`config.mk`:
```
export PLATFORM = sky130hd
export DESIGN_NAME = eeprom_2w_slave
export DESIGN_NICKNAME = d
export VERILOG_FILES = /design/src/rtl/e2w_pkg.sv /design/src/rtl/e2w_deglitch.sv /design/src/rtl/e2w_wrcycle.sv /design/src/rtl/e2w_mem.sv /design/src/rtl/eeprom_2w_slave.sv
export SDC_FILE = /design/constraint.sdc
export NUM_CORES = 2
export LEC_CHECK = 0
export BUFFER_PORTS_ARGS = -buffer_cell sky130_fd_sc_hd__clkbuf_2
export CAP_MARGIN = 20
export CORE_MARGIN = 2
export CORE_UTILIZATION = 61
export DETAILED_ROUTE_END_ITERATION = 10
export PLACE_DENSITY_LB_ADDON = 0.15
export RECOVER_POWER = 100
export SYNTH_ARGS = -nofsm -noshare
export SYNTH_HDL_FRONTEND = slang
export SYNTH_SLANG_ARGS = --single-unit
```
`constraint.sdc`:
```
create_clock -name clk -period 7.36 [get_ports clk]
set_clock_uncertainty 0.15 [all_clocks]
set_input_delay 1.472 -clock clk [delete_from_list [all_inputs] [get_ports clk]]
set_output_delay 1.472 -clock clk [all_outputs]
set_load 0.01 [all_outputs]
```
`src/rtl/e2w_pkg.sv`:
```
package e2w_pkg;

    typedef enum logic [3:0] {
        ST_IDLE,
        ST_DEV,
        ST_DEV_ACK,
        ST_AHI,
        ST_AHI_ACK,
        ST_ALO,
        ST_ALO_ACK,
        ST_WDAT,
        ST_WDAT_ACK,
        ST_RDAT,
        ST_RDAT_ACK,
        ST_BUSY
    } e2w_state_t;

    localparam logic [3:0] DEV_TYPE = 4'b1010;

endpackage

```
`src/rtl/e2w_deglitch.sv`:
```
module e2w_deglitch #(
    parameter int STABLE_CYC = 4
) (
    input  logic clk,
    input  logic rst_n,
    input  logic raw_i,
    output logic clean_o
);
    localparam int CW = $clog2(STABLE_CYC + 1);

    logic [1:0]    sync_q;
    logic [CW-1:0] cnt_q;
    logic          clean_q;

    always_ff @(posedge clk or negedge rst_n) begin
        if (!rst_n) begin
            sync_q  <= 2'b11;
            cnt_q   <= '0;
            clean_q <= 1'b1;
        end else begin
            sync_q <= {sync_q[0], raw_i};
            if (sync_q[1] == clean_q) begin
                cnt_q <= '0;
            end else if (cnt_q == CW'(STABLE_CYC - 1)) begin
                clean_q <= sync_q[1];
                cnt_q   <= '0;
            end else begin
                cnt_q <= cnt_q + CW'(1);
            end
        end
    end

    assign clean_o = clean_q;

    AST_FILT_HOLD: assert property (@(posedge clk) disable iff (!rst_n)
        (clean_q != $past(clean_q)) |-> ($past(sync_q[1], 1) == clean_q && $past(sync_q[1], 2) == clean_q))
        else $error("filtered line moved on a short pulse");

endmodule

```
`src/rtl/e2w_wrcycle.sv`:
```
module e2w_wrcycle #(
    parameter int CYC = 2000
) (
    input  logic clk,
    input  logic rst_n,
    input  logic start_i,
    output logic busy_o
);
    localparam int CW = $clog2(CYC + 1);

    logic [CW-1:0] cnt_q;

    always_ff @(posedge clk or negedge rst_n) begin
        if (!rst_n) begin
            cnt_q <= '0;
        end else if (start_i) begin
            cnt_q <= CW'(CYC);
        end else if (cnt_q != '0) begin
            cnt_q <= cnt_q - CW'(1);
        end
    end

    assign busy_o = (cnt_q != '0);

    AST_WR_BOUND: assert property (@(posedge clk) disable iff (!rst_n)
        cnt_q <= CW'(CYC))
        else $error("write timer beyond its limit");

    AST_WR_COUNTDOWN: assert property (@(posedge clk) disable iff (!rst_n)
        (busy_o && !start_i) |=> (cnt_q == $past(cnt_q) - CW'(1)))
        else $error("write timer did not count down");

endmodule

```
`src/rtl/e2w_mem.sv`:
```
module e2w_mem #(
    parameter int AW = 8,
    parameter int DW = 8
) (
    input  logic          clk,
    input  logic          we_i,
    input  logic [AW-1:0] addr_i,
    input  logic [DW-1:0] wdata_i,
    output logic [DW-1:0] rdata_o
);
    localparam int DEPTH = 1 << AW;

    logic [DW-1:0] arr [DEPTH];

    always_ff @(posedge clk) begin
        if (we_i) begin
            arr[addr_i] <= wdata_i;
        end
    end

    assign rdata_o = arr[addr_i];

endmodule

```
`src/rtl/eeprom_2w_slave.sv`:
```
module eeprom_2w_slave
    import e2w_pkg::*;
#(
    parameter int ADDR_W   = 15,
    parameter int MEM_AW   = 8,
    parameter int FILT_CYC = 4,
    parameter int WR_CYC   = 2000
) (
    input  logic       clk,
    input  logic       rst_n,
    input  logic       scl_i,
    input  logic       sda_i,
    output logic       sda_oe_o,
    input  logic [2:0] strap_i,
    input  logic       wp_i
);
    localparam int HI_W = ADDR_W - 8;

    // line conditioning: index 0 = SCL, index 1 = SDA
    logic [1:0] raw_w;
    logic [1:0] clean_w;
    assign raw_w = {sda_i, scl_i};

    for (genvar g = 0; g < 2; g++) begin : g_flt
        e2w_deglitch #(.STABLE_CYC(FILT_CYC)) u_flt (
            .clk    (clk),
            .rst_n  (rst_n),
            .raw_i  (raw_w[g]),
            .clean_o(clean_w[g])
        );
    end

    logic scl_f, sda_f, scl_q, sda_q;
    assign scl_f = clean_w[0];
    assign sda_f = clean_w[1];

    always_ff @(posedge clk or negedge rst_n) begin
        if (!rst_n) begin
            scl_q <= 1'b1;
            sda_q <= 1'b1;
        end else begin
            scl_q <= scl_f;
            sda_q <= sda_f;
        end
    end

    logic scl_rise, scl_fall, start_det, stop_det;
    assign scl_rise  = scl_f & ~scl_q;
    assign scl_fall  = ~scl_f & scl_q;
    assign start_det = scl_f & scl_q & sda_q & ~sda_f;
    assign stop_det  = scl_f & scl_q & ~sda_q & sda_f;

    e2w_state_t        state_q;
    logic [3:0]        bit_q;
    logic [7:0]        sr_q;
    logic [7:0]        tx_q;
    logic [ADDR_W-1:0] ptr_q;
    logic              rw_q;
    logic              mack_q;
    logic              pend_q;

    logic       wr_busy, wr_go, mem_we;
    logic [7:0] rd_data;

    assign wr_go  = stop_det & pend_q & (state_q != ST_BUSY);
    assign mem_we = (state_q == ST_WDAT) & scl_fall & (bit_q == 4'd8) & ~wp_i;

    e2w_wrcycle #(.CYC(WR_CYC)) u_wrc (
        .clk    (clk),
        .rst_n  (rst_n),
        .start_i(wr_go),
        .busy_o (wr_busy)
    );

    e2w_mem #(.AW(MEM_AW), .DW(8)) u_mem (
        .clk    (clk),
        .we_i   (mem_we),
        .addr_i (ptr_q[MEM_AW-1:0]),
        .wdata_i(sr_q),
        .rdata_o(rd_data)
    );

    // state register and datapath
    always_ff @(posedge clk or negedge rst_n) begin
        if (!rst_n) begin
            state_q <= ST_IDLE;
            bit_q   <= '0;
            sr_q    <= '0;
            tx_q    <= '0;
            ptr_q   <= '0;
            rw_q    <= 1'b0;
            mack_q  <= 1'b0;
            pend_q  <= 1'b0;
        end else if (state_q == ST_BUSY) begin
            if (!wr_busy) begin
                state_q <= ST_IDLE;
            end
        end else if (stop_det) begin
            state_q <= pend_q ? ST_BUSY : ST_IDLE;
            pend_q  <= 1'b0;
        end else if (start_det) begin
            state_q <= ST_DEV;
            bit_q   <= '0;
        end else begin
            unique case (state_q)
                ST_DEV, ST_AHI, ST_ALO, ST_WDAT: begin
                    if (scl_rise) begin
                        sr_q  <= {sr_q[6:0], sda_f};
                        bit_q <= bit_q + 4'd1;
                    end else if (scl_fall && bit_q == 4'd8) begin
                        bit_q <= '0;
                        unique case (state_q)
                            ST_DEV: begin
                                if (sr_q[7:1] == {DEV_TYPE, strap_i}) begin
                                    rw_q    <= sr_q[0];
                                    state_q <= ST_DEV_ACK;
                                end else begin
                                    state_q <= ST_IDLE;
                                end
                            end
                            ST_AHI: begin
                                ptr_q[ADDR_W-1:8] <= sr_q[HI_W-1:0];
                                state_q <= ST_AHI_ACK;
                            end
                            ST_ALO: begin
                                ptr_q[7:0] <= sr_q;
                                state_q    <= ST_ALO_ACK;
                            end
                            default: begin
                                if (!wp_i) begin
                                    pend_q <= 1'b1;
                                end
                                ptr_q   <= ptr_q + ADDR_W'(1);
                                state_q <= ST_WDAT_ACK;
                            end
                        endcase
                    end
                end
                ST_DEV_ACK, ST_AHI_ACK, ST_ALO_ACK, ST_WDAT_ACK: begin
                    if (scl_fall) begin
                        bit_q <= '0;
                        if (state_q == ST_DEV_ACK && rw_q) begin
                            tx_q    <= rd_data;
                            ptr_q   <= ptr_q + ADDR_W'(1);
                            state_q <= ST_RDAT;
                        end else if (state_q == ST_DEV_ACK) begin
                            state_q <= ST_AHI;
                        end else if (state_q == ST_AHI_ACK) begin
                            state_q <= ST_ALO;
                        end else begin
                            state_q <= ST_WDAT;
                        end
                    end
                end
                ST_RDAT: begin
                    if (scl_fall) begin
                        if (bit_q == 4'd7) begin
                            bit_q   <= '0;
                            state_q <= ST_RDAT_ACK;
                        end else begin
                            tx_q  <= {tx_q[6:0], 1'b0};
                            bit_q <= bit_q + 4'd1;
                        end
                    end
                end
                ST_RDAT_ACK: begin
                    if (scl_rise) begin
                        mack_q <= ~sda_f;
                    end else if (scl_fall) begin
                        if (mack_q) begin
                            tx_q    <= rd_data;
                            ptr_q   <= ptr_q + ADDR_W'(1);
                            state_q <= ST_RDAT;
                        end else begin
                            state_q <= ST_IDLE;
                        end
                    end
                end
                default: begin
                end
            endcase
        end
    end

    // outputs
    always_comb begin
        unique case (state_q)
            ST_DEV_ACK, ST_AHI_ACK, ST_ALO_ACK, ST_WDAT_ACK: sda_oe_o = 1'b1;
            ST_RDAT:                                         sda_oe_o = ~tx_q[7];
            default:                                         sda_oe_o = 1'b0;
        endcase
    end

    AST_BUSY_STICKY: assert property (@(posedge clk) disable iff (!rst_n)
        (state_q == ST_BUSY) |=> (state_q == ST_BUSY || state_q == ST_IDLE))
        else $error("bus activity left the write cycle");

    AST_TIMER_IN_BUSY: assert property (@(posedge clk) disable iff (!rst_n)
        wr_busy |-> (state_q == ST_BUSY))
        else $error("write timer running outside busy state");

    AST_OE_SCOPE: assert property (@(posedge clk) disable iff (!rst_n)
        sda_oe_o |-> (state_q == ST_DEV_ACK || state_q == ST_AHI_ACK || state_q == ST_ALO_ACK ||
                      state_q == ST_WDAT_ACK || state_q == ST_RDAT))
        else $error("SDA driven outside an acknowledge or read slot");

    AST_IDLE_AFTER_BUSY: assert property (@(posedge clk) disable iff (!rst_n)
        ($past(state_q) == ST_BUSY && state_q == ST_IDLE) |-> !$past(wr_busy))
        else $error("left busy before the timer expired");

endmodule

```
==> flow_metrics.py <==
metrics = {
    "place": {
        "dp_slack_ns": 2.425,
        "dp_cells": 5806,
        "dp_hpwl_um": 129700,
        "place.gp.congestion": 0.8888,
        "port_buffers": 8,
        "placed_cell_area_um2": 84850,
    },
    "grt": {
        "grt_start_max_net_pins": 139,
        "antenna_found_initial": 4,
        "overflow": 0,
        "grt_pass1_wl_um": 306300,
        "track_usage_pct": 31.57,
        "grt_pass1_vias": 41730,
    },
    "clocking": {
        "cts_resized": 0,
        "htreeDepth": 4,
        "cts_hold_buf": 0,
        "cts_buffer_depth": 3,
        "clockRootBuffer": "clkbuf_16",
        "cts_num_sinks": 2108,
        "postCtsSetupBuffers": 0,
        "clk_pin_slew_ns": 0.06,
        "cts_tree": "yes",
        "clkLatencyLatePin_ns": 0.84,
        "numCtsBuffers": 201,
    },
    "detailed_routing": {
        "route.vias.total": 43135,
        "drtIter0Drc": 6769,
        "routed_wirelength_um": 215200,
        "via_per_inst": 6.981,
        "drc": 0,
        "ant_nets": 0,
        "drtPass1Iterations": 6,
        "wl_per_cell_um": 34.82,
    },
    "sta": {
        "setup_violations": 0,
        "post-route-period-util_pct": 82.59,
        "fin_ws_ns": 1.282,
        "fin_setup_tns_ns": 0,
        "tightest_slew_ns": 4.232,
        "fin_crit_ns": 6.078,
        "maxSlewViolCount": 1302,
        "max_freq_mhz": 164.5,
        "finalHoldViolCount": 0,
        "slew_headroom_pct": -182.1,
        "rsz0062_at_grt": "false",
        "finalHoldWorstSlack_ns": 0.2079,
    },
    "power": {
        "ir_drop_mv": 0.2835,
        "pwr-share-clk_pct": 30.0,
        "p_comb_share_pct": 26.3,
        "power_density_nw_per_um2": 370.5,
        "swShare_pct": 32.40,
        "p_leak_nw": 28.99,
        "intPower_w": 0.02282,
        "switchingPower_w": 0.01094,
        "power_frac_seq_pct": 43.7,
    },
    "critical_path": {
        "crit_type": "reg2reg",
        "end_kind": "register",
        "crit_chain": "and2_0 -> buf_4 -> nand2_1 -> clkbuf_1 -> nor2_1",
        "worstPathArrival_ns": 6.39,
        "worstPathRequired_ns": 7.67,
        "crit_path_max_incr_delay_ns": 1.93,
        "slowest_stage": "dfrtp_1",
        "path_delay_family": "flip-flops",
        "worst-path-buf-inv": 2,
        "crit_fanout": 42,
        "critPathLaunchType": "register",
    },
    "floorplanning": {
        "pin_count": 9,
        "start_util_pct": 61.23,
        "die_w_um": 372.3,
        "row_count": 135,
        "fp.dieH_um": 372.3,
        "core_area_um2": 135100,
        "die-area_um2": 138600,
    },
    "logic_synthesis": {
        "synthMuxAreaShare_pct": 14.95,
        "synth-seq-cells": 2108,
        "yosysUniqueCellTypes": 79,
        "seq_area_frac_synth_pct": 76.15,
        "synth_cells": 4169,
        "synth_compound_area_share_pct": 3.647,
        "syn_nets": 4187,
        "synth_xor_xnor_area_share_pct": 0.1164,
        "syn_area_per_cell_um2": 19.85,
        "synthSimpleGateAreaFrac_pct": 3.528,
        "synth-adder-area-share_pct": 0.1512,
        "synth-edff-count": 2048,
        "synth_warnings": 0,
        "synth_top_family_by_area": "multiplexers",
        "async_flop_share_pct": 2.846,
        "synth_flop_cell": "edfxtp_1",
        "synthesis.area_um2": 82750,
    },
    "finish": {
        "drive_gt1_share_pct": 19.52,
        "stdcell_count": 6179,
        "nNetsFinal": 4247,
        "design_area_um2": 91110,
        "area.growth.synth_to_final_pct": 10.11,
        "final_cell_mix": "2048 x edfxtp_1, 431 x mux4_2, 296 x nor2_1",
        "layout_commonest_cell": "edfxtp_1",
    },
    "run_status": {
        "violations": "capacitance limit, slew limit",
        "status": "complete, but fails checks",
    },
    "run": {
        "drv_cap": 29,
    },
    "min_path": {
        "hp-class": "reg2reg",
    },
}
worst register-to-register path, stage by stage, from the launching register on:
cell	delay (ns)
dfrtp_1	1.93
and2_0	0.49
buf_4	0.64
nand2_1	0.41
clkbuf_1	1.03
nor2_1	1.05
synthesized netlist by cell type (5+ instances only):
master        n  area, µm²
dfrtp_1      52       1301
nor3b_1       5      37.54
nand4_1      14      87.58
nor3_1       24      120.1
ha_1         10      125.1
a221oi_1     22      192.7
o21ai_0      57      285.3
buf_4        39      292.8
mux2_2       15      168.9
nand3_1      71      355.3
o211ai_1     16      120.1
dfstp_2       8      210.2
a22oi_1     126      945.9
and2_1        5      31.28
o2111ai_1    11      96.34
nor2_1      299       1122
o22ai_1      29      181.4
a21oi_1      75      375.4
edfxtp_1   2048      61500
a211oi_1     19      142.6
mux4_2      431       9707
xnor2_1       7      61.31
or4_1         7      52.55
o31ai_1       6      45.04
clkbuf_1    135      506.7
nor4_1        7      43.79
nand2b_1     13      81.33
or3_1         5      31.28
buf_2        39      195.2
nand2_1     132      495.5
a22o_1       12      105.1
a31oi_1      14      87.58
a221o_1       6      60.06
nor2b_1      33      206.5
and4_1        5      43.79
buf_1        34      127.6
mux2i_1     249       2492
inv_1        15      56.30
sequential cells by signal (all words and copies together), names as in the netlist:
signal	cells
state_q	4
g_flt.u_flt.clean_o	2
g_flt.u_flt.cnt_q	6
scl_q	1
pend_q	1
bit_q	4
sr_q	8
u_mem.arr	2048
tx_q	8
mack_q	1
g_flt.u_flt.sync_q	4
ptr_q	8
rw_q	1
u_wrc.cnt_q	11
sda_q	1
through the flow:
stage / total power, W / util [%]
6_report: 0.03375 / 67.42
5_1_grt: 0.03467 / 67.42
4_1_cts: 0.03368 / 67.56
3_5_place_dp: 0.02370 / 62.79
3_3_place_gp: 0.02362 / 62.79
2_1_floorplan: 0.02029 / -
kinds of logic (layout without fill, tap and decap cells):
| family | after synthesis | after routing |
|---|---|---|
| flip-flops | 2108 | 2108 |
| multiplexers | 695 | 695 |
| AND/OR/NAND/NOR | 645 | 645 |
| other | 0 | 2 |
| adder cells (fa/ha/maj) | 10 | 10 |
| buffers and inverters | 266 | 493 |
| XOR/XNOR | 11 | 11 |
| AO/OA/AOI/OAI | 434 | 434 |
per-layer routing:
layer  share of wire, %  GRT usage (%)  routed length [µm]
met5              0.014              0                  31
met4                3.7          11.55                8022
met3                 12          7.466               25260
met2                 45          46.23               97780
met1                 39          47.18               84060
final timing paths:
check | from | endpoint | slack (ns) | cells past startpoint
hold / removal | g_flt[1].u_flt.sync_q[0] | g_flt[1].u_flt.sync_q[1] | 0.21 | 0
setup reg to reg | ptr_q[3] | u_mem.arr[172][5] | 1.28 | 5
hold reg to reg | g_flt[1].u_flt.sync_q[0] | g_flt[1].u_flt.sync_q[1] | 0.21 | 0
max in group asynchronous | rst_n | ptr_q[0] | 2.81 | 2
min in group asynchronous | rst_n | bit_q[1] | 1.77 | 2
setup / recovery | ptr_q[3] | u_mem.arr[172][5] | 1.28 | 5
power by group through the flow:
stage / clock network (W) / logic [W] / registers [W]
after CTS: 0.0102 / 0.00879 / 0.0147
after detailed placement: 0 / 0.00878 / 0.0149
after global routing: 0.0107 / 0.00921 / 0.0148
final: 0.0101 / 0.00887 / 0.0147
after global placement: 0 / 0.00871 / 0.0149
after floorplan: 0 / 0.00522 / 0.0151
final cells by class:
class                           instances  area (µm²)
Fill cell                            8613       44020
Inverter                               17       65.06
Timing Repair Buffer                  106       800.8
Antenna cell                            2       5.005
Sequential cell                      2108       63030
Multi-Input combinational cell       1795       18550
Clock inverter                        127        1169
Tap cell                             1781        2228
Clock buffer                          243        5269
(Power assumes the default switching activity.)
